`config.mk`:
```
export PLATFORM = sky130hd
export DESIGN_NAME = lin_ramp_gen
export DESIGN_NICKNAME = d
export VERILOG_FILES = /design/src/rtl/lin_ramp_pkg.sv /design/src/rtl/lin_ramp_cfg.sv /design/src/rtl/lin_ramp_tick.sv /design/src/rtl/lin_ramp_core.sv /design/src/rtl/lin_ramp_gen.sv
export SDC_FILE = /design/constraint.sdc
export NUM_CORES = 1
export LEC_CHECK = 0
export BUFFER_PORTS_ARGS = -buffer_cell sky130_fd_sc_hd__buf_4
export CAP_MARGIN = 20
export CORE_MARGIN = 1
export CORE_UTILIZATION = 60
export CTS_BUF_LIST = sky130_fd_sc_hd__clkbuf_8 sky130_fd_sc_hd__clkbuf_16
export CTS_CLUSTER_DIAMETER = 100
export DETAILED_ROUTE_END_ITERATION = 12
export HOLD_SLACK_MARGIN = 0.03
export PLACE_DENSITY = 0.77
export REMOVE_ABC_BUFFERS = 1
export SLEW_MARGIN = 30
export SYNTH_ARGS = -nofsm -noshare
export SYNTH_HDL_FRONTEND = slang
export SYNTH_SLANG_ARGS = --single-unit
```
`constraint.sdc`:
```
create_clock -name clk -period 6.1 [get_ports clk]
set_clock_uncertainty 0.2 [all_clocks]
set_input_delay 1.22 -clock clk [delete_from_list [all_inputs] [get_ports clk]]
set_output_delay 1.22 -clock clk [all_outputs]
set_load 0.01 [all_outputs]
```
`src/rtl/lin_ramp_pkg.sv`:
```
package lin_ramp_pkg;

  localparam int ADDR_W = 3;

  localparam logic [ADDR_W-1:0] ADR_UPPER   = 3'd0;
  localparam logic [ADDR_W-1:0] ADR_LOWER   = 3'd1;
  localparam logic [ADDR_W-1:0] ADR_STEP_UP = 3'd2;
  localparam logic [ADDR_W-1:0] ADR_STEP_DN = 3'd3;
  localparam logic [ADDR_W-1:0] ADR_RATE    = 3'd4;
  localparam logic [ADDR_W-1:0] ADR_CTRL    = 3'd5;

  localparam int CTL_NDH = 2;
  localparam int CTL_NDL = 3;
  localparam int CTL_EN  = 4;

  typedef enum logic [1:0] {
    DST_FREQ  = 2'b00,
    DST_PHASE = 2'b01,
    DST_AMPL  = 2'b10,
    DST_RSVD  = 2'b11
  } ramp_dest_e;

  typedef struct packed {
    logic       en;
    logic       nd_hi;
    logic       nd_lo;
    ramp_dest_e dest;
  } ramp_ctrl_t;

endpackage

```
`src/rtl/lin_ramp_cfg.sv`:
```
module lin_ramp_cfg import lin_ramp_pkg::*; #(
  parameter int ACC_W = 32,
  parameter int DIV_W = 16
) (
  input  logic              clk,
  input  logic              rst_n,
  input  logic              we,
  input  logic [ADDR_W-1:0] addr,
  input  logic [ACC_W-1:0]  wdata,
  output logic [ACC_W-1:0]  lim_hi,
  output logic [ACC_W-1:0]  lim_lo,
  output logic [ACC_W-1:0]  step_up,
  output logic [ACC_W-1:0]  step_dn,
  output logic [DIV_W-1:0]  div_up,
  output logic [DIV_W-1:0]  div_dn,
  output ramp_ctrl_t        ctrl
);

  logic [ACC_W-1:0] lim_hi_d, lim_lo_d, step_up_d, step_dn_d;
  logic [DIV_W-1:0] div_up_d, div_dn_d;
  ramp_ctrl_t       ctrl_d;

  always_comb begin
    lim_hi_d  = lim_hi;
    lim_lo_d  = lim_lo;
    step_up_d = step_up;
    step_dn_d = step_dn;
    div_up_d  = div_up;
    div_dn_d  = div_dn;
    ctrl_d    = ctrl;
    if (we) begin
      case (addr)
        ADR_UPPER:   lim_hi_d  = wdata;
        ADR_LOWER:   lim_lo_d  = wdata;
        ADR_STEP_UP: step_up_d = wdata;
        ADR_STEP_DN: step_dn_d = wdata;
        ADR_RATE: begin
          div_up_d = wdata[DIV_W-1:0];
          div_dn_d = wdata[2*DIV_W-1:DIV_W];
        end
        ADR_CTRL: begin
          ctrl_d.en    = wdata[CTL_EN];
          ctrl_d.nd_hi = wdata[CTL_NDH];
          ctrl_d.nd_lo = wdata[CTL_NDL];
          ctrl_d.dest  = ramp_dest_e'(wdata[1:0]);
        end
        default: ;
      endcase
    end
  end

  always_ff @(posedge clk or negedge rst_n) begin
    if (!rst_n) begin
      lim_hi  <= '0;
      lim_lo  <= '0;
      step_up <= '0;
      step_dn <= '0;
      div_up  <= '0;
      div_dn  <= '0;
      ctrl    <= '{en: 1'b0, nd_hi: 1'b0, nd_lo: 1'b0, dest: DST_FREQ};
    end else if (we) begin
      lim_hi  <= lim_hi_d;
      lim_lo  <= lim_lo_d;
      step_up <= step_up_d;
      step_dn <= step_dn_d;
      div_up  <= div_up_d;
      div_dn  <= div_dn_d;
      ctrl    <= ctrl_d;
    end
  end

endmodule

```
`src/rtl/lin_ramp_tick.sv`:
```
module lin_ramp_tick #(
  parameter int DIV_W    = 16,
  parameter int PRESCALE = 4
) (
  input  logic             clk,
  input  logic             rst_n,
  input  logic             active,
  input  logic             restart,
  input  logic [DIV_W-1:0] div,
  output logic             tick
);

  localparam int CNT_W = DIV_W + $clog2(PRESCALE + 1);

  logic [CNT_W-1:0] cnt_q, cnt_d, period_m1;
  logic [DIV_W-1:0] div_eff;

  assign div_eff   = (div == '0) ? DIV_W'(1) : div;
  assign period_m1 = CNT_W'(div_eff) * CNT_W'(PRESCALE) - CNT_W'(1);
  assign tick      = active && (cnt_q >= period_m1);

  always_comb begin
    if (!active || restart || tick) cnt_d = '0;
    else                            cnt_d = cnt_q + CNT_W'(1);
  end

  always_ff @(posedge clk or negedge rst_n) begin
    if (!rst_n) cnt_q <= '0;
    else        cnt_q <= cnt_d;
  end

endmodule

```
`src/rtl/lin_ramp_core.sv`:
```
module lin_ramp_core #(
  parameter int ACC_W = 32
) (
  input  logic             clk,
  input  logic             rst_n,
  input  logic             en,
  input  logic             nd_hi,
  input  logic             nd_lo,
  input  logic [ACC_W-1:0] lim_hi,
  input  logic [ACC_W-1:0] lim_lo,
  input  logic [ACC_W-1:0] step_up,
  input  logic [ACC_W-1:0] step_dn,
  input  logic             pin,
  input  logic             tick,
  output logic [ACC_W-1:0] acc,
  output logic             dir_up,
  output logic             running,
  output logic             pin_edge,
  output logic             hit
);

  logic             bounce;
  logic             pin_q;
  logic [ACC_W-1:0] acc_d;
  logic             dir_d, run_d, hit_d;
  logic [ACC_W:0]   sum_up, floor_dn;
  logic             top_reached, bot_reached;

  assign bounce      = nd_hi && nd_lo;
  assign pin_edge    = pin ^ pin_q;
  assign sum_up      = {1'b0, acc} + {1'b0, step_up};
  assign floor_dn    = {1'b0, lim_lo} + {1'b0, step_dn};
  assign top_reached = sum_up >= {1'b0, lim_hi};
  assign bot_reached = {1'b0, acc} <= floor_dn;

  always_comb begin
    acc_d = acc;
    dir_d = dir_up;
    run_d = running;
    hit_d = 1'b0;
    if (!en) begin
      acc_d = lim_lo;
      dir_d = 1'b1;
      run_d = 1'b0;
    end else if (!bounce && pin_edge) begin
      dir_d = pin;
      run_d = 1'b1;
    end else if (tick) begin
      if (dir_up) begin
        if (top_reached) begin
          hit_d = 1'b1;
          run_d = 1'b0;
          if (bounce) begin
            acc_d = lim_hi;
            dir_d = 1'b0;
          end else begin
            acc_d = nd_hi ? lim_lo : lim_hi;
          end
        end else begin
          acc_d = sum_up[ACC_W-1:0];
        end
      end else begin
        if (bot_reached) begin
          hit_d = 1'b1;
          run_d = 1'b0;
          if (bounce) begin
            acc_d = lim_lo;
            dir_d = 1'b1;
          end else begin
            acc_d = nd_lo ? lim_hi : lim_lo;
          end
        end else begin
          acc_d = acc - step_dn;
        end
      end
    end
  end

  always_ff @(posedge clk or negedge rst_n) begin
    if (!rst_n) begin
      acc     <= '0;
      dir_up  <= 1'b1;
      running <= 1'b0;
      hit     <= 1'b0;
      pin_q   <= 1'b0;
    end else begin
      acc     <= acc_d;
      dir_up  <= dir_d;
      running <= run_d;
      hit     <= hit_d;
      pin_q   <= pin;
    end
  end

endmodule

```
`src/rtl/lin_ramp_gen.sv`:
```
module lin_ramp_gen import lin_ramp_pkg::*; #(
  parameter int ACC_W    = 32,
  parameter int DIV_W    = 16,
  parameter int PRESCALE = 4,
  parameter int PH_W     = 16,
  parameter int AM_W     = 14
) (
  input  logic              clk,
  input  logic              rst_n,
  input  logic              cfg_we,
  input  logic [ADDR_W-1:0] cfg_addr,
  input  logic [ACC_W-1:0]  cfg_wdata,
  input  logic              dir_pin,
  output logic [ACC_W-1:0]  ramp_word,
  output logic [1:0]        ramp_dest,
  output logic              limit_hit
);

  localparam logic [ACC_W-1:0] PH_MASK = {{PH_W{1'b1}}, {(ACC_W-PH_W){1'b0}}};
  localparam logic [ACC_W-1:0] AM_MASK = {{AM_W{1'b1}}, {(ACC_W-AM_W){1'b0}}};

  logic [ACC_W-1:0] lim_hi, lim_lo, step_up, step_dn, acc;
  logic [DIV_W-1:0] div_up, div_dn, div_cur;
  ramp_ctrl_t       ctrl_q;
  logic             ramp_en, bounce, dir_up, running, pin_edge, tick;
  logic             tick_active, tick_restart;

  lin_ramp_cfg #(.ACC_W(ACC_W), .DIV_W(DIV_W)) u_cfg (
    .clk(clk), .rst_n(rst_n), .we(cfg_we), .addr(cfg_addr), .wdata(cfg_wdata),
    .lim_hi(lim_hi), .lim_lo(lim_lo), .step_up(step_up), .step_dn(step_dn),
    .div_up(div_up), .div_dn(div_dn), .ctrl(ctrl_q)
  );

  assign ramp_en      = ctrl_q.en;
  assign bounce       = ctrl_q.nd_hi && ctrl_q.nd_lo;
  assign div_cur      = dir_up ? div_up : div_dn;
  assign tick_active  = ramp_en && (bounce || running);
  assign tick_restart = ramp_en && !bounce && pin_edge;

  lin_ramp_tick #(.DIV_W(DIV_W), .PRESCALE(PRESCALE)) u_tick (
    .clk(clk), .rst_n(rst_n), .active(tick_active), .restart(tick_restart),
    .div(div_cur), .tick(tick)
  );

  lin_ramp_core #(.ACC_W(ACC_W)) u_core (
    .clk(clk), .rst_n(rst_n), .en(ramp_en), .nd_hi(ctrl_q.nd_hi),
    .nd_lo(ctrl_q.nd_lo), .lim_hi(lim_hi), .lim_lo(lim_lo),
    .step_up(step_up), .step_dn(step_dn), .pin(dir_pin), .tick(tick),
    .acc(acc), .dir_up(dir_up), .running(running), .pin_edge(pin_edge),
    .hit(limit_hit)
  );

  always_comb begin
    case (ctrl_q.dest)
      DST_PHASE: ramp_word = acc & PH_MASK;
      DST_AMPL:  ramp_word = acc & AM_MASK;
      default:   ramp_word = acc;
    endcase
  end

  assign ramp_dest = ctrl_q.dest;

endmodule

```
## After elaboration in Yosys (flattened, before gate mapping)

Index checks and enable logic that the tools add are counted.

| cells by class | value |
|---|---|
| add/subtract/negate cells | 5 |
| $mul | 0 |
| div/mod/pow operators | 0 |
| order comparisons | 3 |
| equal/unequal tests | 12 |
| shift operators | 0 |
| mux-type cells | 34 |
| bitwise gates (word level) | 1 |
| reductions and logical operators | 21 |

Operators by type and width:

| kind | number |
|---|---|
| $mux 32 | 10 |
| $add 32x32->33 | 2 |
| $pmux 18 s2 | 1 |
| $ge 33x32->1 | 1 |
| $le 32x33->1 | 1 |
| $mux 16 | 2 |
| $sub 32x32->32 | 1 |
| $mux 1 | 20 |
| $add 19x1->19 const B | 1 |
| $ge 19x19->1 | 1 |
| $mux 19 | 1 |
| $sub 18x1->19 const B | 1 |
| $logic_not 16->1 | 1 |
| $reduce_and 2->1 | 7 |
| $eq 3x2->1 const B | 2 |
| $eq 3x3->1 const B | 2 |
| $logic_and 1x1->1 | 6 |
| $ne 4x1->1 const B | 1 |
| $ne 4x4->1 const B | 1 |
| $eq 3x1->1 const B | 1 |
| $logic_not 3->1 | 1 |
| $logic_or 1x1->1 | 3 |
| $ne 3x1->1 const B | 1 |
| $reduce_and 3->1 | 1 |
| other kinds (6) | 7 |

| storage, ports and cells | value |
|---|---|
| flip-flop bits (word level) | 220 |
| latch bits | 0 |
| RAM bits | 0 |
| bits in read-only memories | 0 |
| word-level logic and storage cells | 92 |
| memories kept | 0 |

## Longest topological paths before layout

Gate-level depths: netlist of the first run.

| logic depth | value |
|---|---|
| word-level depth | 9 |
| depth in mapped cells | 26 |
| gate-level depth less buffers | 24 |

## By module

A second synthesis of the first run with hierarchy kept.

| second synthesis, totals | value |
|---|---|
| cells, all modules | 1881 |
| area total of the unflattened synthesis | 18019.8 µm² |

Modules (own cells, without submodules):

| module | times used | cells an instance | area an instance (µm²) |
|---|---|---|---|
| lin_ramp_core | 1 | 1304 | 9410.3 |
| lin_ramp_cfg | 1 | 354 | 6627.6 |
| lin_ramp_tick | 1 | 180 | 1576.5 |
| lin_ramp_gen | 1 | 43 | 405.4 |

## Least setup slack after synthesis of the first run

No wires, ideal clock.

| path | value |
|---|---|
| kind | register -> register |
| from | reg u_cfg.lim_lo[5] |
| to | reg u_core.acc[13] |
| library setup time | 119 ps |
| arrival | 4621 ps |
| required time | 5781 ps |
| setup slack | 1160 ps |
| cell stages (with the launch flop) | 23 |
| path buffers | 1 |
| period minus slack after synthesis | 4940 ps |
| cells stage by stage | dfrtp_1 -> ha_1 -> a21o_1 -> or3_1 -> o21ba_2 -> o2111ai_2 -> nand3_1 -> o21a_1 -> o2111ai_1 -> nand4b_1 -> a21oi_1 -> xor2_1 -> ha_1 -> a21oi_1 -> nor2b_1 -> nor4_1 -> o211ai_1 -> a2111oi_0 -> a211oi_2 -> buf_6 -> o311ai_0 -> o31ai_1 -> o21a_1 |

| between the ends | value |
|---|---|
| word-level cells in the longest chain between the ends | 7 |

RTL lines:

| item | line | RTL |
|---|---|---|
| start: declaration | lin_ramp_cfg.sv:11 | `output logic [ACC_W-1:0] lim_lo,` |
| start signal: assignment | lin_ramp_cfg.sv:63 | `lim_lo <= lim_lo_d;` |
| $add 32x32->33 | lin_ramp_core.sv:32 | `assign floor_dn = {1'b0, lim_lo} + {1'b0, step_dn};` |
| $le 32x33->1 | lin_ramp_core.sv:34 | `assign bot_reached = {1'b0, acc} <= floor_dn;` |
| $mux 32 | lin_ramp_core.sv:63 | `if (bot_reached) begin` |
| $mux 32 | lin_ramp_core.sv:49 | `if (dir_up) begin` |
| $mux 32 | lin_ramp_core.sv:48 | `end else if (tick) begin` |
| $mux 32 | lin_ramp_core.sv:45 | `end else if (!bounce && pin_edge) begin` |
| $mux 32 | lin_ramp_core.sv:41 | `if (!en) begin` |
| end signal: assignment | lin_ramp_core.sv:81 | `acc <= '0;` |
| end signal: assignment | lin_ramp_core.sv:87 | `acc <= acc_d;` |
| end: declaration | lin_ramp_core.sv:15 | `output logic [ACC_W-1:0] acc,` |

Every way passes these cells. The select of a mux whose other input is x is not followed.
A chain may end at the register's enable or synchronous reset.

## Final worst setup path of the first run

| path | value |
|---|---|
| from | reg u_core.acc[0] |
| to | reg u_core.acc[16] |

| between the ends | value |
|---|---|
| word-level cells in the longest chain between the ends | 7 |
| elaborated cells on any way between the ends | 10 |

RTL lines:

| item | line | RTL |
|---|---|---|
| $add 32x32->33 | lin_ramp_core.sv:31 | `assign sum_up = {1'b0, acc} + {1'b0, step_up};` |
| $ge 33x32->1 | lin_ramp_core.sv:33 | `assign top_reached = sum_up >= {1'b0, lim_hi};` |
| $mux 32 | lin_ramp_core.sv:50 | `if (top_reached) begin` |
| $mux 32 * | lin_ramp_core.sv:49 |  |
| $mux 32 * | lin_ramp_core.sv:48 |  |
| $mux 32 * | lin_ramp_core.sv:45 |  |
| $mux 32 * | lin_ramp_core.sv:41 |  |

Mark *: on every way between the ends. The rest lies on a longest branch, timed or not. The select of a mux whose other input is x is not followed.

==> results.md, run 1 <==
* Share of layout cells above drive strength 1 at 16.1%
* Clk Latency, worst-skew pair at 0.55 ns
* Clock transition at path regs at 0.06 ns
* FF-to-FF path depth at 23
* Slowest-stage cell, CP: fa_1
* Worst vdd ir at 328 uV
* Sw Ratio at 48.5%
* HP Class: flop to flop
* PD cells at 566 nW/um^2
* DR DRC count at 0
* Lkg Pwr at 8.69 nW
* FMAX at 169 MHz
* YS warnings at 0
* Internal Pwr Total at 5.65 mW
* Die height at 173 um
* Worst setup margin at 0.168 ns
* Avg Cell Area, Syn at 8.88 um^2
* CP Max Fanout at 13
* Synth Cell Area at 17400 um^2
* Cell depth of the worst setup path at 23
* Post-synth cell types at 79
* DIE WIDTH at 173 um
* Cell accounting for the most synthesized area: dfrtp_1
* Seq cells post-synth at 220
* Antenna cells at 0
* CP Launch Point: u_core.acc[0]
* Core Area at 28600 um^2
* Final worst-path cycle share at 97.2%
* Initial Util at 60.9%
* Row Count at 62
* CP Cell Sequence: ha_1, fa_1, a21oi_1, nand4b_1, a41oi_1, o31ai_1, nand3_1, a21oi_1, o21ai_0, xor2_1, ha_1, nand4_1, nor4_2, a211oi_1, nor4_1, a21oi_1, nand4_1, buf_4, buf_4, nor2_1, a2111oi_0, a221oi_1, o21ai_0
* First-pass GRT wire length at 87.6 mm
* Combinational share of power at 64.4%
* # setup viols final at 0
* RD Place Congestion at 0.999
* CP dominant cell by count: a21oi_1
* Post-synthesis async set-or-reset flop share at 100%
* Slew @ Worst Pin at 0.871 ns
* Pin count of the biggest net entering global routing at 133
* R2R Path End: u_core.acc[16]
* TritonCTS buffer count at 25
* Hold Buf Count CTS at 0
* Sequential share of power at 20.0%
* IO buf count at 73
* Setup WS pre-CTS at 0.0843 ns
* Drt wl/cell at 23.2 um
* Main synth FF type: dfrtp_1
* Nets at 2231
* Setup CP Type: flop to flop
* Worst path arrival time at 6.20 ns
* WP buf/inv at 2
* H-tree depth at 1
* Top cells by area, synth: dfrtp_1, ha_1, mux2_2
* Vias in the first global route at 15400
* DRT Pass-1 Iters at 7
* CTS tree: yes
* Bufs on Longest Clock Path at 3
* Max stage delay on crit path at 0.49 ns
* Crit end category: flop
* Post-synth EDFFs at 0
* Syn Inst Count at 1965
* Initial antenna violation count at 1
* Final ANT Viol Nets at 0
* Most common library cell in the layout ignoring fill and taps: dfrtp_1
* Register area share after synthesis at 31.6%
* Synth top area share at 31.4%
* Top Ports at 74
* Most frequent cells in the layout: dfrtp_1, ha_1, nor2_1
* Worst Setup EP: u_core.acc[16]
* Final Hold Viols at 0
* Final HPWL from detailed placement at 41.2 mm
* Max_cap viols at 0
* Outcome: finished, final reports clean
* Vias per cell at 6.52
* Util after Layout at 67.8%
* Root Buffer: clkbuf_16
* R2R Setup Slk at 0.17 ns
* GR Overflow Total at 0
* RSZ-0062 raised after global routing: no
* CP top delay family: compound AO/OA/AOI/OAI gates
* Full die area at 29800 um^2
* Iter 0 DRT Violations at 1467
* Clock Sinks at 220
* Worst path required time at 6.36 ns
* RR Startpoint: u_core.acc[0]
* WL final at 56.1 mm
* Final Max Slew Viols at 0
* Worst setup SP type: flop
* Layout area overhead at 11.2%
* Vias at 15700
* P_sw at 5.33 mW
* Minimum clock period at 5.93 ns
* Clock power share at 15.6%
* Gr usage total at 37.7%
* Max-Slew Margin vs Limit at 42.0%
[stage by stage]
step	hold slack (ns)	instance area, um^2	setup TNS [ns]	instances	total power [mW]
final	0.310	19400	0	2413	11.0
after floorplan	0.275	17000	-0.788	1869	6.77
after CTS	0.316	19300	0	2412	10.8
after detailed placement	0.302	18400	0	2366	9.00
after global routing	0.327	19400	0	2413	11.7
after global placement	0.285	18400	0	2365	8.86
[layer usage]
layer  share of wire (%)  GRT usage (%)
met5               0.023              0
met1                  41           49.2
met3                 8.1           6.72
met2                  45           59.9
met4                 5.7           19.5
[power groups by stage]
stage | Combinational [mW] | Sequential [mW] | Clock (mW)
detailed placement | 6.80 | 2.20 | 0
finish | 7.08 | 2.20 | 1.71
global route | 7.71 | 2.23 | 1.78
floorplan | 4.67 | 2.10 | 0
CTS | 6.86 | 2.18 | 1.73
global placement | 6.66 | 2.19 | 0
[cells by family (layout without fill, tap and decap cells)]
kind of cell	after synthesis	after routing	share of synthesized area, %
xor+xnor	113	113	5.67
compound gates	561	561	20.4
fa+ha+maj	182	182	13.2
mux	149	149	9.48
flops	220	220	31.6
simple gates	551	551	15.1
buf+inv	189	253	4.69
[synth_stat cells, types with 27 or more instances]
library cell,n
clkbuf_1,59
nand4_1,27
inv_1,91
mux2_2,130
a21o_1,41
ha_1,179
a211oi_1,44
nand2_1,153
nand3_1,32
xor2_1,55
nor2_1,163
dfrtp_1,219
o21ai_0,141
xnor2_1,58
a21oi_1,161
nor3_1,43
[worst min-delay path by stage]
stage	startpoint	end	slack [ns]	cells after the start
5_1_grt	u_cfg.step_up[21]	u_cfg.step_up[21]	0.33	1
6_report	u_cfg.div_up[12]	u_cfg.div_up[12]	0.31	1
2_1_floorplan	u_cfg.div_up[0]	u_cfg.div_up[0]	0.28	1
4_1_cts	u_cfg.step_up[20]	u_cfg.step_up[20]	0.32	1
3_5_place_dp	u_cfg.step_up[20]	u_cfg.step_up[20]	0.30	1
3_3_place_gp	u_cfg.div_up[0]	u_cfg.div_up[0]	0.28	1
[registers in the layout (all words and copies together), names as in the netlist, 5 cells and up]
signal / flops
u_cfg.step_dn: 32
u_tick.cnt_q: 19
u_cfg.div_up: 16
u_cfg.step_up: 32
u_cfg.lim_lo: 32
u_cfg.ctrl: 5
u_cfg.div_dn: 16
u_cfg.lim_hi: 32
u_core.acc: 32
[cell type report]
cell class / instances / area, um^2
flip-flops and latches: 220 / 5510
fillers: 2299 / 9220
inverters: 93 / 349
multi-input cells: 1556 / 11200
clock buffers: 26 / 639
well taps: 384 / 480
repair buffers: 114 / 925
clock inverters: 20 / 283
[timing repair]
item,4_1_cts,5_1_grt
setup endpoints to repair,0,37
hold endpoints to repair,0,0
resized for setup,0,12
setup buffers,0,0
Power figures use the tool's default switching activity.
==> inputs of run 2 (changes only) <==
--- a/config.mk
+++ b/config.mk
@@ -14,7 +14,6 @@
 export DETAILED_ROUTE_END_ITERATION = 12
 export HOLD_SLACK_MARGIN = 0.03
 export PLACE_DENSITY = 0.77
-export REMOVE_ABC_BUFFERS = 1
 export SLEW_MARGIN = 30
 export SYNTH_ARGS = -nofsm -noshare
 export SYNTH_HDL_FRONTEND = slang
==> results.md, run 2 (synthesized netlist as in run 1, its figures left out) <==
* DR DRC count at 0 (unchanged)
* Clock transition at path regs at 0.07 ns (was 0.06 ns)
* Slowest-stage cell, CP: dfstp_4 (was fa_1)
* Crit end category: flop (unchanged)
* Die height at 173 um (unchanged)
* Syn Nets at 2186
* Pin count of the biggest net entering global routing at 135 (was 133)
* Final Hold Viols at 0 (unchanged)
* Fillcell total at 2303 (was 2299)
* Top Ports at 74 (unchanged)
* GR Overflow Total at 0 (unchanged)
* Gr usage total at 37.7% (about the same)
* Worst path arrival time at 6.08 ns (was 6.20 ns)
* Initial Util at 60.9% (unchanged)
* Core Area at 28600 um^2 (unchanged)
* Final HPWL from detailed placement at 41.2 mm (about the same)
* Vias in the first global route at 15400 (about the same)
* Clk Latency, worst-skew pair at 0.56 ns (was 0.55 ns)
* # setup viols final at 0 (unchanged)
* Max-Slew Margin vs Limit at 42.6% (was 42.0%)
* Power, Total at 11.1 mW (was 11.0 mW)
* Worst path required time at 6.34 ns (was 6.36 ns)
* Max stage delay on crit path at 0.83 ns (was 0.49 ns)
* WL final at 56.2 mm (was 56.1 mm)
* CP Cell Sequence: mux2i_1, o21ai_1, nor4_1, a21oi_1, ha_1, o21ai_0, nor2_1, o21ai_0, nor2_1, xor2_1, ha_1, and3_1, nand3_1, o31ai_1, a221o_1, nand3_2, buf_4, a2111oi_1, a21oi_1 (was ha_1, fa_1, a21oi_1, nand4b_1, a41oi_1, o31ai_1, nand3_1, a21oi_1, o21ai_0, xor2_1, ha_1, nand4_1, nor4_2, a211oi_1, nor4_1, a21oi_1, nand4_1, buf_4, buf_4, nor2_1, a2111oi_0, a221oi_1, o21ai_0)
* Final worst-path cycle share at 95.8% (was 97.2%)
* DIE WIDTH at 173 um (unchanged)
* Final Max Slew Viols at 0 (unchanged)
* Hold Buf Count CTS at 0 (unchanged)
* CTS tree: yes (unchanged)
* CP Max Fanout at 29 (was 13)
* Setup CP Type: flop to flop (unchanged)
* Placed cell areas at 18600 um^2 (was 18400 um^2)
* First-pass GRT wire length at 87.7 mm (was 87.6 mm)
* Drt wl/cell at 23.0 um (was 23.2 um)
* DRT Pass-1 Iters at 5 (was 7)
* H-tree depth at 1 (unchanged)
* RD Place Congestion at 1.02 (was 0.999)
* Worst setup SP type: flop (unchanged)
* Root Buffer: clkbuf_16 (unchanged)
* Lkg Pwr at 8.81 nW (was 8.69 nW)
* Outcome: finished, final reports clean (unchanged)
* Vias per cell at 6.52 (about the same)
* Final ANT Viol Nets at 0 (unchanged)
* IO buf count at 73 (unchanged)
* HP Class: flop to flop (unchanged)
* Nets at 2259 (was 2231)
* FMAX at 171 MHz (was 169 MHz)
* Vias at 15900 (was 15700)
* Setup TNS Final at 0 ns (unchanged)
* Most frequent cells in the layout: dfrtp_1, ha_1, nor2_1 (unchanged)
* Initial antenna violation count at 1 (unchanged)
* RSZ-0062 raised after global routing: no (unchanged)
* Worst vdd ir at 327 uV (was 328 uV)
* Share of layout cells above drive strength 1 at 17.3% (was 16.1%)
* Final instance area at 19500 um^2 (was 19400 um^2)
* Clock Sinks at 220 (unchanged)
* Layout area overhead at 12.0% (was 11.2%)
* PD cells at 569 nW/um^2 (was 566 nW/um^2)
* TritonCTS buffer count at 27 (was 25)
* Max_cap viols at 0 (unchanged)
* Slew @ Worst Pin at 0.856 ns (was 0.871 ns)
* Bufs on Longest Clock Path at 3 (unchanged)
* Minimum clock period at 5.84 ns (was 5.93 ns)
* Most common library cell in the layout ignoring fill and taps: dfrtp_1 (unchanged)
* Row Count at 62 (unchanged)
* Iter 0 DRT Violations at 1433 (was 1467)
* Full die area at 29800 um^2 (unchanged)
[run 2: cell types whose count changed in the layout (fill, tap and decap cells not counted), moves of 2 or more]
cell,before,now
inv_6,3,1
clkinv_2,1,9
bufinv_16,6,1
clkinv_4,3,0
clkbuf_8,1,7
clkinvlp_4,5,2
a2111oi_1,1,4
clkbuf_16,25,27
buf_4,108,135
[run 2: final cells by class]
type	count	area, um^2	area share (%)
flip-flops and latches	220	5510	28.2
repair buffers	140	1110	5.68
inverters	93	349	1.79
diodes	1	2.50	0.0128
well taps	384	480	2.46
multi-input cells	1556	11200	57.4
clock buffers	34	772	3.95
clock inverters	15	106	0.544
[run 2: power by group]
part | internal [mW] | switching, mW | leakage, nW | total (mW)
Clock | 0.931 | 0.676 | 0.448 | 1.61
Combinational | 3.10 | 4.22 | 5.69 | 7.32
Sequential | 1.79 | 0.413 | 2.68 | 2.20
[run 2: per-stage QoR]
stage / worst slack (ns) / utilization, % / hold WS [ns] / cells
2_1_floorplan: 1.16 / - / 0.275 / 1965
3_3_place_gp: -0.0638 / 64.9 / 0.283 / 2390
3_5_place_dp: -0.102 / 64.9 / 0.296 / 2390
4_1_cts: 0.0353 / 68.0 / 0.310 / 2441
5_1_grt: 0.0177 / 68.2 / 0.320 / 2442
6_report: 0.259 / 68.2 / 0.311 / 2443
[run 2: worst max-delay path, delay by kind of cell (launching register included)]
kind            cells  cell delay, ns
compound gates      8            2.07
simple gates        6            1.20
flops               1            0.83
fa+ha+maj           2            0.55
mux                 1            0.36
buf+inv             1            0.30
xor+xnor            1            0.17
[run 2: repair_timing]
item | CTS | global route
setup endpoints to repair | 22 | 54
setup buffers | 2 | 1
resized for setup | 1 | 12
pin swaps | 2 | 2
[run 2: path summary, 6_finish.rpt]
| check | from | endpoint | slack, ns | depth (start not counted) |
|---|---|---|---|---|
| setup / recovery | u_core.dir_up | u_core.acc[25] | 0.26 | 19 |
| setup reg to reg | u_core.dir_up | u_core.acc[25] | 0.26 | 19 |
| hold reg to reg | u_cfg.div_dn[15] | u_cfg.div_dn[15] | 0.31 | 1 |
| min in group asynchronous | rst_n | u_cfg.lim_hi[8] | 0.47 | 1 |
| max in group asynchronous | rst_n | u_cfg.lim_hi[23] | 4.00 | 2 |
| hold / removal | u_cfg.div_dn[15] | u_cfg.div_dn[15] | 0.31 | 1 |
[run 2: metal layers]
metal	share of wire [%]	global-route usage, %
met3	8.9	4.89
met5	0	0
met4	5.3	18.5
met1	40	49.8
met2	46	61.1
